$ cat src/rtl/irqc_pkg.sv
package irqc_pkg;

   typedef enum logic [2:0] {
      SEL_PEND  = 3'd0,
      SEL_MASK  = 3'd1,
      SEL_CLR   = 3'd2,
      SEL_FORCE = 3'd3,
      SEL_TEST  = 3'd4
   } reg_sel_e;

   localparam int ENC_LINEAR  = 0;
   localparam int ENC_GROUPED = 1;

endpackage

$ cat src/rtl/irqc_regs.sv
module irqc_regs
   import irqc_pkg::*;
#(
   parameter int NUM_LEVELS     = 16,
   parameter int LVL_W          = 4,
   parameter int DATA_W         = 32,
   parameter int TEST_BIT       = 19,
   parameter bit UNMASKABLE_TOP = 1'b1
) (
   input  logic                  clk,
   input  logic                  rst_n,
   input  logic [NUM_LEVELS-1:0] irq_req,
   input  logic                  ack_valid,
   input  logic [LVL_W-1:0]      ack_level,
   input  logic                  reg_wr,
   input  logic [2:0]            reg_sel,
   input  logic [DATA_W-1:0]     reg_wdata,
   output logic [DATA_W-1:0]     reg_rdata,
   output logic [NUM_LEVELS-1:0] pend_q,
   output logic [NUM_LEVELS-1:0] mask_q,
   output logic [NUM_LEVELS-1:0] force_q,
   output logic                  test_on,
   output logic                  reg_err
);

   localparam int PAD_W = DATA_W - NUM_LEVELS;
   localparam logic TOP_MASKABLE = UNMASKABLE_TOP ? 1'b0 : 1'b1;
   localparam logic [NUM_LEVELS-1:0] LVL_VALID = {{(NUM_LEVELS-1){1'b1}}, 1'b0};
   localparam logic [NUM_LEVELS-1:0] LVL_MASKABLE =
      {TOP_MASKABLE, {(NUM_LEVELS-2){1'b1}}, 1'b0};
   localparam logic [DATA_W-1:0] MASK_OK = {{PAD_W{1'b0}}, LVL_MASKABLE};
   localparam logic [DATA_W-1:0] SRC_OK  = {{PAD_W{1'b0}}, LVL_VALID};

   logic wr_mask, wr_clr, wr_force, wr_test;
   logic [NUM_LEVELS-1:0] wlow;
   logic [NUM_LEVELS-1:0] ack_hit, ack_force, ack_pend;
   logic [NUM_LEVELS-1:0] clr_bits;
   logic [NUM_LEVELS-1:0] pend_d, mask_d, force_d;
   logic                  test_d, err_d;

   assign wr_mask  = reg_wr && (reg_sel == SEL_MASK);
   assign wr_clr   = reg_wr && (reg_sel == SEL_CLR);
   assign wr_force = reg_wr && (reg_sel == SEL_FORCE);
   assign wr_test  = reg_wr && (reg_sel == SEL_TEST);
   assign wlow     = reg_wdata[NUM_LEVELS-1:0];

   // one-hot decode of the acknowledged level; level 0 never matches
   assign ack_hit[0] = 1'b0;
   for (genvar i = 1; i < NUM_LEVELS; i++) begin : g_ack
      assign ack_hit[i] = ack_valid && (ack_level == LVL_W'(i));
   end

   assign ack_force = ack_hit & force_q & {NUM_LEVELS{test_on}};
   assign ack_pend  = ack_hit & ~ack_force;
   assign clr_bits  = wr_clr ? wlow : '0;

   always_comb begin
      // a new request in the same cycle outlives any clear
      pend_d  = ((pend_q & ~clr_bits & ~ack_pend) | irq_req) & LVL_VALID;
      mask_d  = wr_mask ? (wlow & LVL_MASKABLE) : mask_q;
      force_d = (wr_force && test_on) ? (wlow & LVL_VALID)
                                      : (force_q & ~ack_force);
      test_d  = wr_test ? reg_wdata[TEST_BIT] : test_on;
      err_d   = (wr_mask && ((reg_wdata & ~MASK_OK) != '0)) ||
                ((wr_clr || wr_force) && ((reg_wdata & ~SRC_OK) != '0));
   end

   always_ff @(posedge clk or negedge rst_n) begin
      if (!rst_n) begin
         pend_q  <= '0;
         mask_q  <= '0;
         force_q <= '0;
         test_on <= 1'b0;
         reg_err <= 1'b0;
      end else begin
         pend_q  <= pend_d;
         mask_q  <= mask_d;
         force_q <= force_d;
         test_on <= test_d;
         reg_err <= err_d;
      end
   end

   always_comb begin
      reg_rdata = '0;
      case (reg_sel)
         SEL_PEND:  reg_rdata = {{PAD_W{1'b0}}, pend_q};
         SEL_MASK:  reg_rdata = {{PAD_W{1'b0}}, mask_q};
         SEL_FORCE: reg_rdata = {{PAD_W{1'b0}}, force_q};
         SEL_TEST:  reg_rdata[TEST_BIT] = test_on;
         default:   reg_rdata = '0;
      endcase
   end

   // unused bit 0 never holds state
   p_bit0_idle_r1: assert property (@(posedge clk) disable iff (!rst_n)
      !pend_q[0] && !force_q[0]);

   for (genvar i = 1; i < NUM_LEVELS; i++) begin : g_req_chk
      p_req_sets_r1: assert property (@(posedge clk) disable iff (!rst_n)
         irq_req[i] |=> pend_q[i]);
   end

   if (UNMASKABLE_TOP) begin : g_top_chk
      p_top_unmasked_r4: assert property (@(posedge clk) disable iff (!rst_n)
         !mask_q[NUM_LEVELS-1]);
   end

   p_force_locked_r6: assert property (@(posedge clk) disable iff (!rst_n)
      !test_on |=> $stable(force_q));

   p_ack_pend_r7: assert property (@(posedge clk) disable iff (!rst_n)
      (ack_valid && ack_level != '0 && !irq_req[ack_level] &&
       !(test_on && force_q[ack_level])) |=> !pend_q[$past(ack_level)]);

   p_mask_err_r8: assert property (@(posedge clk) disable iff (!rst_n)
      (reg_wr && reg_sel == SEL_MASK && (reg_wdata & ~MASK_OK) != '0)
      |=> reg_err);

   p_no_err_r8: assert property (@(posedge clk) disable iff (!rst_n)
      !reg_wr |=> !reg_err);

endmodule

$ cat src/rtl/irqc_prio_enc.sv
module irqc_prio_enc
   import irqc_pkg::*;
#(
   parameter int NUM_LEVELS = 16,
   parameter int LVL_W      = 4,
   parameter int ENC_STYLE  = ENC_GROUPED
) (
   input  logic [NUM_LEVELS-1:0] src,
   output logic [LVL_W-1:0]      idx
);

   localparam int GROUPS = NUM_LEVELS / 4;

   if (ENC_STYLE == ENC_LINEAR) begin : g_linear
      // later (higher) hits override earlier ones
      always_comb begin
         idx = '0;
         for (int k = 1; k < NUM_LEVELS; k++) begin
            if (src[k]) idx = LVL_W'(k);
         end
      end
   end else begin : g_grouped
      logic [GROUPS-1:0] grp_any;
      logic [1:0]        grp_idx [GROUPS];

      for (genvar g = 0; g < GROUPS; g++) begin : g_grp
         logic [3:0] nib;
         assign nib        = src[4*g +: 4];
         assign grp_any[g] = |nib;
         assign grp_idx[g] = nib[3] ? 2'd3 :
                             nib[2] ? 2'd2 :
                             nib[1] ? 2'd1 : 2'd0;
      end

      always_comb begin
         idx = '0;
         for (int g = 0; g < GROUPS; g++) begin
            if (grp_any[g]) idx = LVL_W'(4*g + int'(grp_idx[g]));
         end
      end
   end

endmodule

$ cat src/rtl/prio_irq_ctrl.sv
module prio_irq_ctrl
   import irqc_pkg::*;
#(
   parameter int NUM_LEVELS     = 16,
   parameter int LVL_W          = $clog2(NUM_LEVELS),
   parameter int DATA_W         = 32,
   parameter int TEST_BIT       = 19,
   parameter bit UNMASKABLE_TOP = 1'b1,
   parameter int ENC_STYLE      = ENC_GROUPED
) (
   input  logic                  clk,
   input  logic                  rst_n,
   input  logic [NUM_LEVELS-1:0] irq_req,
   input  logic                  ack_valid,
   input  logic [LVL_W-1:0]      ack_level,
   input  logic                  reg_wr,
   input  logic [2:0]            reg_sel,
   input  logic [DATA_W-1:0]     reg_wdata,
   output logic [DATA_W-1:0]     reg_rdata,
   output logic [LVL_W-1:0]      irq_level,
   output logic                  reg_err
);

   localparam logic [NUM_LEVELS-1:0] LVL_VALID = {{(NUM_LEVELS-1){1'b1}}, 1'b0};

   if (NUM_LEVELS < 8 || (NUM_LEVELS % 4) != 0) begin : g_bad_levels
      $error("NUM_LEVELS must be a multiple of 4 and at least 8");
   end
   if (LVL_W != $clog2(NUM_LEVELS)) begin : g_bad_lvlw
      $error("LVL_W must equal clog2(NUM_LEVELS)");
   end
   if (DATA_W <= NUM_LEVELS || TEST_BIT >= DATA_W) begin : g_bad_data
      $error("DATA_W must exceed NUM_LEVELS and hold TEST_BIT");
   end
   if (ENC_STYLE != ENC_LINEAR && ENC_STYLE != ENC_GROUPED) begin : g_bad_enc
      $error("ENC_STYLE selects an unknown encoder");
   end

   logic [NUM_LEVELS-1:0] pend_q, mask_q, force_q;
   logic                  test_on;
   logic [NUM_LEVELS-1:0] eff_src;
   logic [LVL_W-1:0]      enc_idx;

   irqc_regs #(
      .NUM_LEVELS     (NUM_LEVELS),
      .LVL_W          (LVL_W),
      .DATA_W         (DATA_W),
      .TEST_BIT       (TEST_BIT),
      .UNMASKABLE_TOP (UNMASKABLE_TOP)
   ) u_regs (
      .clk       (clk),
      .rst_n     (rst_n),
      .irq_req   (irq_req),
      .ack_valid (ack_valid),
      .ack_level (ack_level),
      .reg_wr    (reg_wr),
      .reg_sel   (reg_sel),
      .reg_wdata (reg_wdata),
      .reg_rdata (reg_rdata),
      .pend_q    (pend_q),
      .mask_q    (mask_q),
      .force_q   (force_q),
      .test_on   (test_on),
      .reg_err   (reg_err)
   );

   assign eff_src = (pend_q | (test_on ? force_q : '0)) & ~mask_q & LVL_VALID;

   irqc_prio_enc #(
      .NUM_LEVELS (NUM_LEVELS),
      .LVL_W      (LVL_W),
      .ENC_STYLE  (ENC_STYLE)
   ) u_enc (
      .src (eff_src),
      .idx (enc_idx)
   );

   always_ff @(posedge clk or negedge rst_n) begin
      if (!rst_n) irq_level <= '0;
      else        irq_level <= enc_idx;
   end

   // output is the top bit of the source one edge earlier
   p_level_top_r3: assert property (@(posedge clk) disable iff (!rst_n)
      ($past(eff_src) >> irq_level) == NUM_LEVELS'(irq_level != '0));

   p_level_lag_r11: assert property (@(posedge clk) disable iff (!rst_n)
      $stable(eff_src) |=> $stable(irq_level));

endmodule

$ cat config.mk
export PLATFORM = sky130hd
export DESIGN_NAME = prio_irq_ctrl
export DESIGN_NICKNAME = d
export VERILOG_FILES = /design/src/rtl/irqc_pkg.sv /design/src/rtl/irqc_regs.sv /design/src/rtl/irqc_prio_enc.sv /design/src/rtl/prio_irq_ctrl.sv
export SDC_FILE = /design/constraint.sdc
export NUM_CORES = 1
export LEC_CHECK = 0
export BUFFER_PORTS_ARGS = -buffer_cell sky130_fd_sc_hd__buf_2
export CORE_MARGIN = 4
export CORE_UTILIZATION = 32
export CTS_CLUSTER_DIAMETER = 30
export CTS_CLUSTER_SIZE = 25
export DETAILED_ROUTE_END_ITERATION = 8
export HOLD_SLACK_MARGIN = 0.02
export PLACE_DENSITY_LB_ADDON = 0.25
export SYNTH_ARGS = -nofsm -noshare
export SYNTH_HDL_FRONTEND = slang
export SYNTH_HIERARCHICAL = 1
export SYNTH_SLANG_ARGS = --single-unit
$ cat constraint.sdc
create_clock -name clk -period 3.7 [get_ports clk]
set_clock_uncertainty 0.1 [all_clocks]
set_input_delay 0.555 -clock clk [delete_from_list [all_inputs] [get_ports clk]]
set_output_delay 0.555 -clock clk [all_outputs]
set_load 0.02 [all_outputs]
* Word-level counts from Yosys, hierarchy flattened *
Cells that the tools add are included.

word-level totals
  word-level logic and storage cells = 93
  bits in latches = 0
  RAM bits = 0
  ROM bits = 0
  output and inout bits = 37
  memories = 0
  register bits after elaboration = 51

cells by class
  order comparisons = 0
  $add $sub $neg = 3
  div/mod/pow operators = 0
  shift-type cells = 0
  bitwise logic cells = 13
  multiplexer cells = 21
  reductions and logical operators = 31
  equality and inequality tests = 19
  $mul = 0

operators with widths
  kind                 number
  $and 16x16->16       7
  $reduce_bool 32->1   2
  $mux 16              3
  $not 16->16          3
  $pmux 16 s3          1
  $eq 4x4->1 const B   8
  $or 16x16->16        2
  $logic_and 1x1->1    22
  $mux 2               9
  $eq 4x3->1 const B   4
  $not 15->16          1
  $mux 4               3
  $reduce_or 4->1      3
  $add 4x2->4 const A  2
  $eq 4x2->1 const B   2
  $eq 3x2->1 const B   2
  $mux 1               5
  $add 3x2->4 const A  1
  $eq 4x1->1 const B   1
  $eq 3x1->1 const B   1
  $eq 3x3->1 const B   1
  $logic_not 3->1      1
  $reduce_or 3->1      1
  $logic_or 1x1->1     2

* Logic depth before layout (Yosys ltp) *
Gate-level depths: netlist of the first run.

  word-level depth = 10
  gate-level depth with buffers = 7
  gate-level depth less buffers = 6

* Modules after synthesis *
The synthesis of the first run kept the hierarchy.

modules (own cells, without submodules)
  module         seq. area each (um^2)  area each (um^2)  times used  cells an instance
  irqc_regs      1151.1                 2656.3            1           263
  prio_irq_ctrl  100.1                  246.5             1           36
  irqc_prio_enc  0.0                    137.6             1           22

* Worst setup path before layout of the first run *
OpenSTA, ideal clock, no wires.

  path kind = input -> output
  from = input reg_sel[0]
  to = output reg_rdata[15]
  required time = 3.045 ns
  slack = 1.468 ns
  data arrival time = 1.577 ns
  stages on the path = 5
  path buffers = 2
  cells stage by stage = buf_2 -> nor2_2 -> buf_2 -> nand2_1 -> a21oi_1

on the way
  word-level cells in the longest chain between the ends = 2
  elaborated cells on any way between the ends = 4
  classes of those cells = eq/ne: 2; mux: 1; reduce/logical: 1

ends and longest elaborated chain
  what                                      line                 text
  start, declared                           prio_irq_ctrl.sv:17  input logic [2:0] reg_sel,
  $eq 3x2->1, or another cell as far along  irqc_regs.sv:86      case (reg_sel)
  $pmux 16 s3 (*)                           irqc_regs.sv:86
  end, declared                             prio_irq_ctrl.sv:19  output logic [DATA_W-1:0] reg_rdata,

Mark *: on every way between the ends. The rest lies on a longest branch, timed or not.

* Worst setup path after layout of the first run *
  from = input reg_sel[1]
  to = output reg_rdata[2]

The elaborated chain is that of the path after synthesis.

==> results of run 1 <==
registers in the layout, summed over array words and instances, names as in the netlist:
register / count
u_regs/pend_q: 15
u_regs/mask_q: 14
u_regs/test_on: 1
irq_level: 4
u_regs/force_q: 15
u_regs/reg_err: 1
worst paths after layout:
path                                     end              start  slack (ps)  depth (start not counted)
setup / recovery                reg_rdata[2]         reg_sel[1]        1060                          6
hold reg to reg            u_regs/pend_q[15]  u_regs/pend_q[15]         410                          1
min in group clk           u_regs/pend_q[13]        irq_req[13]         320                          2
max in group asynchronous  u_regs/force_q[9]              rst_n        2550                          2
hold / removal              u_regs/pend_q[1]              rst_n         170                          1
setup reg to reg                irq_level[1]     u_regs/test_on        1210                          6
stage by stage:
step / hold WS, ps / setup slack (ps) / area, µm²
2_1_floorplan: 159 / 1470 / 3070
6_report: 172 / 1060 / 3490
5_1_grt: 221 / 914 / 3490
3_5_place_dp: 394 / 1050 / 3400
3_3_place_gp: 384 / 1040 / 3400
4_1_cts: 194 / 1040 / 3490
layout make-up:
class	instances	area, µm²
clock buffer	6	82.6
clock inverter	2	12.5
fill	943	5700
inverter	3	11.3
multi-input combinational	244	1560
sequential	50	1250
tap	111	139
timing repair buffer	84	435
layer usage:
metal,vias up,GRT usage,share of wire
met3,13,0.0334,0.067
met5,-,0,0
met2,89,0.269,0.48
met4,0,0.0544,0.022
met1,1258,0.214,0.43
li1,1259,-,-
placed cells by master (no fill, tap or decap), types with 2 or more instances in the layout:
cell type	n
o21ai_0	33
mux2_2	19
a211oi_1	10
nor2_1	34
buf_4	6
buf_2	78
clkbuf_8	6
nand3_1	4
mux2_4	9
a21oi_1	34
conb_1	17
nor4_1	4
a2111oi_0	3
a22oi_1	14
inv_1	3
nand2b_1	2
dfrtp_1	50
nand2_1	21
a21o_1	15
nand3b_1	4
and3b_1	2
nor4_2	2
a211oi_2	2
power by group through the flow:
stage / Clock (µW) / Combinational, µW / Sequential [µW]
finish: 338 / 427 / 748
global route: 364 / 473 / 764
detailed placement: 0 / 425 / 757
floorplan: 0 / 313 / 724
CTS: 348 / 427 / 745
global placement: 0 / 420 / 749
==> flow_summary.ini, run 1 <==
[outcome]
status = finished, final reports clean

[layout]
n_antenna_cell = 0
utilization = 0.380
syn2layout_area_growth_pct = 15.9
finalNonFillerCells = 500
drive_above_1_share = 0.334
fin_nets = 447

[detailed_routing]
firstDrtPassIters = 4
wl_um = 9050
detail_route.wl_per_cell_um = 18.1
drc = 0
first_iter_violations = 98
antenna_left = 0
vias = 2619
avgViaCountPerCell = 5.24

[clocking]
post_cts_resized = 0
clockBufferDepth = 2
path_clk_slew_ps = 90
htree_levels = 2
post_cts_buffers = 0
clk_latency_ps = 310
ctsRootBufferMaster = clkbuf_8
cts_tree = done
ctsHoldBuffers = 0
numCtsBuffers = 5
cts.sinks = 50

[synthesis]
syn_area_um2 = 3010
synthCells = 317
avgSynthCellArea_um2 = 9.51
synth_warnings = 6

[worst_setup_path]
cp.arrival_ps = 1990
crit_buf_inv = 3
crit_chain = buf_2, nor2_2, buf_4, a22oi_1, nor2_1, buf_2
worstPathRequired_ps = 3040
cp-end-kind = output pin
crit_path_start_kind = input port
critPathKind = in -> out
critPathTopFamily = buffers and inverters
worstPathMaxFanout = 20
cpMostUsedCell = buf_2
cp_slowest_cell = nor2_2
max_stage_delay_ps = 470

[place]
place_congestion = 0.874
place_inst = 492
dp_hpwl_um = 6540
port_buffers = 78

[global_route]
track_usage = 0.163
grt_pass1_vias = 2706
grt_start_max_net_pins = 31
antenna_found_initial = 0
grt_pass1_wl_um = 14300
overflow = 0

[sta]
grt_setup_unrepaired = no
finalHoldViolations = 0
fmaxAchievable_ghz = 0.378
setup_viol = 0
post-route-period-util = 0.714
max_slew_margin = 0.370
fin_tns_setup_ps = 0
tightest_slew_ps = 945
finalMaxSlewViolations = 0
finalCriticalPeriod_ps = 2640

[power]
power.total_uw = 1510
peakVddDrop_uv = 170
p_seq_frac = 0.494
combPwrFrac = 0.282
power_switching_share = 0.351
p_int_uw = 982
powerDensity_nw_per_um2 = 433
clkPwrFrac = 0.223
p_leak_uw = 0.00149
p_switching_uw = 531

[hold_path]
min_path_type = in -> async

[floorplanning]
core.rowCount = 35
dieArea_um2 = 11000
core_um2 = 9200
ioPinCount = 96
initial_core_util = 0.328
die_x_um = 105
die_height_um = 105

[flow_run]
cap_violations = 0
No activity file was read; power rests on OpenSTA's default activity.
==> run 2: changes to the inputs <==
clock period = 2.2 ns   (was 3.7 ns; I/O delays follow)
==> flow_summary.ini, run 2 (synthesized netlist as in run 1, its figures left out) <==
[sta]
tightest_slew_ps = 591
max_slew_margin = 0.596
finalMaxSlewViolations = 0
finalCriticalPeriod_ps = 1940
setup_viol = 0
fmaxAchievable_ghz = 0.517
finalHoldViolations = 0
fin_tns_setup_ps = 0
grt_setup_unrepaired = no
post-route-period-util = 0.880

[worst_setup_path]
crit_path_start_kind = register
cp-end-kind = register
worstPathRequired_ps = 2280
worstPathMaxFanout = 14
critPathKind = reg -> reg
cp.arrival_ps = 2020

[clocking]
clk_latency_ps = 310
htree_levels = 2
cts_tree = done
clockBufferDepth = 2
ctsHoldBuffers = 1
ctsRootBufferMaster = clkbuf_8
cts.sinks = 50
post_cts_buffers = 0
post_cts_resized = 0
path_clk_slew_ps = 100
numCtsBuffers = 5

[layout]
utilization = 0.392
most-common-layout-cells = buf_2 (78), dfrtp_1 (50), a21oi_1 (34), nor2_1 (34), o21ai_0 (33)
syn2layout_area_growth_pct = 19.6
drive_above_1_share = 0.346
top_regs = u_regs/force_q (15), u_regs/pend_q (15), u_regs/mask_q (14)
n_antenna_cell = 0
final_common_cell = buf_2
fin_nets = 457

[floorplanning]
core.rowCount = 35
die_height_um = 105
die_x_um = 105
initial_core_util = 0.328
ioPinCount = 96
dieArea_um2 = 11000
core_um2 = 9200

[outcome]
status = finished, final reports clean

[detailed_routing]
antenna_left = 0
detail_route.wl_per_cell_um = 18.0
drc = 0
wl_um = 9170
avgViaCountPerCell = 5.26
vias = 2681
first_iter_violations = 142
firstDrtPassIters = 4

[power]
powerDensity_nw_per_um2 = 713
p_leak_uw = 0.00156
peakVddDrop_uv = 294
power.total_uw = 2570

[flow_run]
cap_violations = 0

[global_route]
antenna_found_initial = 0
track_usage = 0.167
grt_start_max_net_pins = 31
grt_pass1_wl_um = 14600
overflow = 0
grt_pass1_vias = 2840

[place]
place_congestion = 0.859
dp_hpwl_um = 6750
port_buffers = 78

[hold_path]
min_path_type = in -> reg
-- run 2: changes by cell type in the layout (fill, tap and decap cells not counted), sizes merged --
cell and delta:
buf +9, dlygate4sd3 +1, clkbuf +1, clkinvlp -1
-- run 2: cell type report --
| type | instances | area (µm²) |
|---|---|---|
| Inverter | 3 | 11.3 |
| Multi-Input combinational cell | 244 | 1560 |
| Fill cell | 949 | 5590 |
| Clock buffer | 7 | 86.3 |
| Sequential cell | 50 | 1250 |
| Timing Repair Buffer | 94 | 551 |
| Tap cell | 111 | 139 |
| Clock inverter | 1 | 5.00 |
-- run 2: metrics by stage --
step	hold WS [ps]	instance area [µm²]	std cells	setup slack, ps
3_5_place_dp	289	3500	501	271
4_1_cts	85.1	3600	510	246
2_1_floorplan	-65.6	3070	333	418
3_3_place_gp	274	3500	501	319
6_report	93.2	3600	510	264
5_1_grt	95.4	3600	510	115
-- run 2: final timing paths --
check	startpoint	end	slack, ps	cells after the start
worst max-delay path	u_regs/test_on	irq_level[1]	260	7
worst min-delay path	irq_req[13]	u_regs/pend_q[13]	90	2
worst max register to register	u_regs/test_on	irq_level[1]	260	7
worst min register to register	u_regs/pend_q[3]	u_regs/pend_q[3]	410	1
max in group asynchronous	rst_n	u_regs/pend_q[15]	980	3
min in group asynchronous	rst_n	u_regs/reg_err	460	2
-- run 2: where the power goes --
part           switching, µW  total, µW  leakage (µW)  internal [µW]
sequential               144       1230      0.000564           1080
combinational            434        775      0.000945            341
clock                    313        568     0.0000482            255
-- run 2: critical path, stage by stage (launching register included) --
cell	delay [ps]
dfrtp_1	400
buf_4	230
a21oi_1	80
nor2_1	270
nor4_2	100
nand2_1	110
a21oi_1	50
or4_1	480
-- run 2: per-layer routing --
metal | GRT usage | vias to the layer above | share of wire | wire, µm
met3 | 0.0303 | 10 | 0.049 | 453
li1 | - | 1280 | - | -
met5 | 0 | - | 0 | 0
met2 | 0.275 | 89 | 0.49 | 4450
met1 | 0.222 | 1302 | 0.45 | 4160
met4 | 0.0515 | 0 | 0.011 | 102
==> run 3: changes to the inputs <==
CELL_PAD_IN_SITES_DETAIL_PLACEMENT = 1   (was not set)
CELL_PAD_IN_SITES_GLOBAL_PLACEMENT = 1   (was not set)
==> flow_summary.ini, run 3 (synthesized netlist as in run 1, its figures left out) <==
[worst_setup_path]
worstPathRequired_ps = 2290
critPathKind = reg -> reg
r2r-start = u_regs/test_on
crit_path_start_kind = register
worstPathMaxFanout = 19
cp.arrival_ps = 2180
cp-end-kind = register
startpoint = u_regs/test_on

[layout]
drive_above_1_share = 0.365
final_common_cell = buf_2
fin_nets = 466
top_regs = u_regs/force_q (15), u_regs/pend_q (15), u_regs/mask_q (14)
most-common-layout-cells = buf_2 (78), dfrtp_1 (50), a21oi_1 (34), nor2_1 (34), o21ai_0 (33)
fin_area_um2 = 3660
n_antenna_cell = 0
syn2layout_area_growth_pct = 21.5

[global_route]
grt_busiest_layer = met2
met2_usage = 0.320
grt_pass1_wl_um = 16100
overflow = 0
met1_usage = 0.237
grt_start_max_net_pins = 51
grt_pass1_vias = 2948
antenna_found_initial = 0
track_usage = 0.186
met3_usage = 0.0371

[power]
p_leak_uw = 0.00160
power.total_uw = 2650
powerDensity_nw_per_um2 = 724
peakVddDrop_uv = 263

[sta]
setup_viol = 0
grt_setup_unrepaired = no
finalHoldViolations = 0
max_slew_margin = 0.548
finalCriticalPeriod_ps = 2090
fin_tns_setup_ps = 0
post-route-period-util = 0.949
finalMaxSlewViolations = 0
fmaxAchievable_ghz = 0.479
tightest_slew_ps = 678

[floorplanning]
die_x_um = 105
ioPinCount = 96
die_height_um = 105
initial_core_util = 0.328
dieArea_um2 = 11000
core.rowCount = 35
core_um2 = 9200

[clocking]
htree_levels = 2
ctsRootBufferMaster = clkbuf_8
cts.sinks = 50
path_clk_slew_ps = 90
numCtsBuffers = 5
clockBufferDepth = 2
cts_tree = done
clk_latency_ps = 320
post_cts_resized = 0
ctsHoldBuffers = 0
post_cts_buffers = 0

[outcome]
status = finished, final reports clean

[flow_run]
cap_violations = 0

[place]
port_buffers = 78
dp_hpwl_um = 7480
place_congestion = 0.871
placed_cell_area_um2 = 3570

[detailed_routing]
vias = 2791
antenna_left = 0
avgViaCountPerCell = 5.38
drc = 0
first_iter_violations = 110
firstDrtPassIters = 4
detail_route.wl_per_cell_um = 19.5
wl_um = 10100

[hold_path]
min_path_type = in -> async
## run 3: cell count changes in the layout (fill, tap and decap cells not counted)
cell	previous run	this run
dlygate4sd3_1	1	0
buf_12	3	2
a2111oi_0	3	2
a2111oi_2	1	2
buf_4	12	23
## run 3: area by class of cell
| type | count | area, µm² |
|---|---|---|
| timing repair buffer | 103 | 603 |
| fill | 1096 | 5530 |
| clock buffer | 7 | 86.3 |
| tap | 111 | 139 |
| sequential | 50 | 1250 |
| clock inverter | 1 | 5.00 |
| multi-input combinational | 244 | 1570 |
| inverter | 3 | 11.3 |
## run 3: per-stage QoR
stage,utilization,hold slack (ps),instances,worst slack (ps)
4_1_cts,0.398,60.0,519,65.8
5_1_grt,0.398,63.4,519,24.9
3_3_place_gp,0.388,392,511,175
2_1_floorplan,-,-65.6,333,418
6_report,0.398,25.4,519,111
3_5_place_dp,0.388,397,511,179
## run 3: per-layer routing
metal  share of wire  up-vias
li1                -     1298
met1            0.45     1416
met2            0.49       65
met3           0.043       12
met4           0.016        0
met5               0        -
## run 3: final timing paths
kind	endpoint	slack, ps	cells after the start
min in group clk	u_regs/pend_q[12]	80	2
max reg2reg	irq_level[1]	110	7
max in group asynchronous	u_regs/pend_q[13]	1520	2
min reg2reg	u_regs/pend_q[2]	410	1
min	u_regs/mask_q[5]	30	2
max	irq_level[1]	110	7
## run 3: critical path, stage by stage (launching register included)
cell     delay [ps]
dfrtp_1         460
buf_12          190
buf_4           160
a21oi_1         120
nor2_1           90
o21ai_0         250
a21oi_1         120
or4_1           470
## run 3: where the power goes
part	internal, µW	leakage [µW]	total, µW	switching, µW
logic	380	0.000984	840	461
clock network	255	0.0000482	578	323
registers	1080	0.000564	1230	152
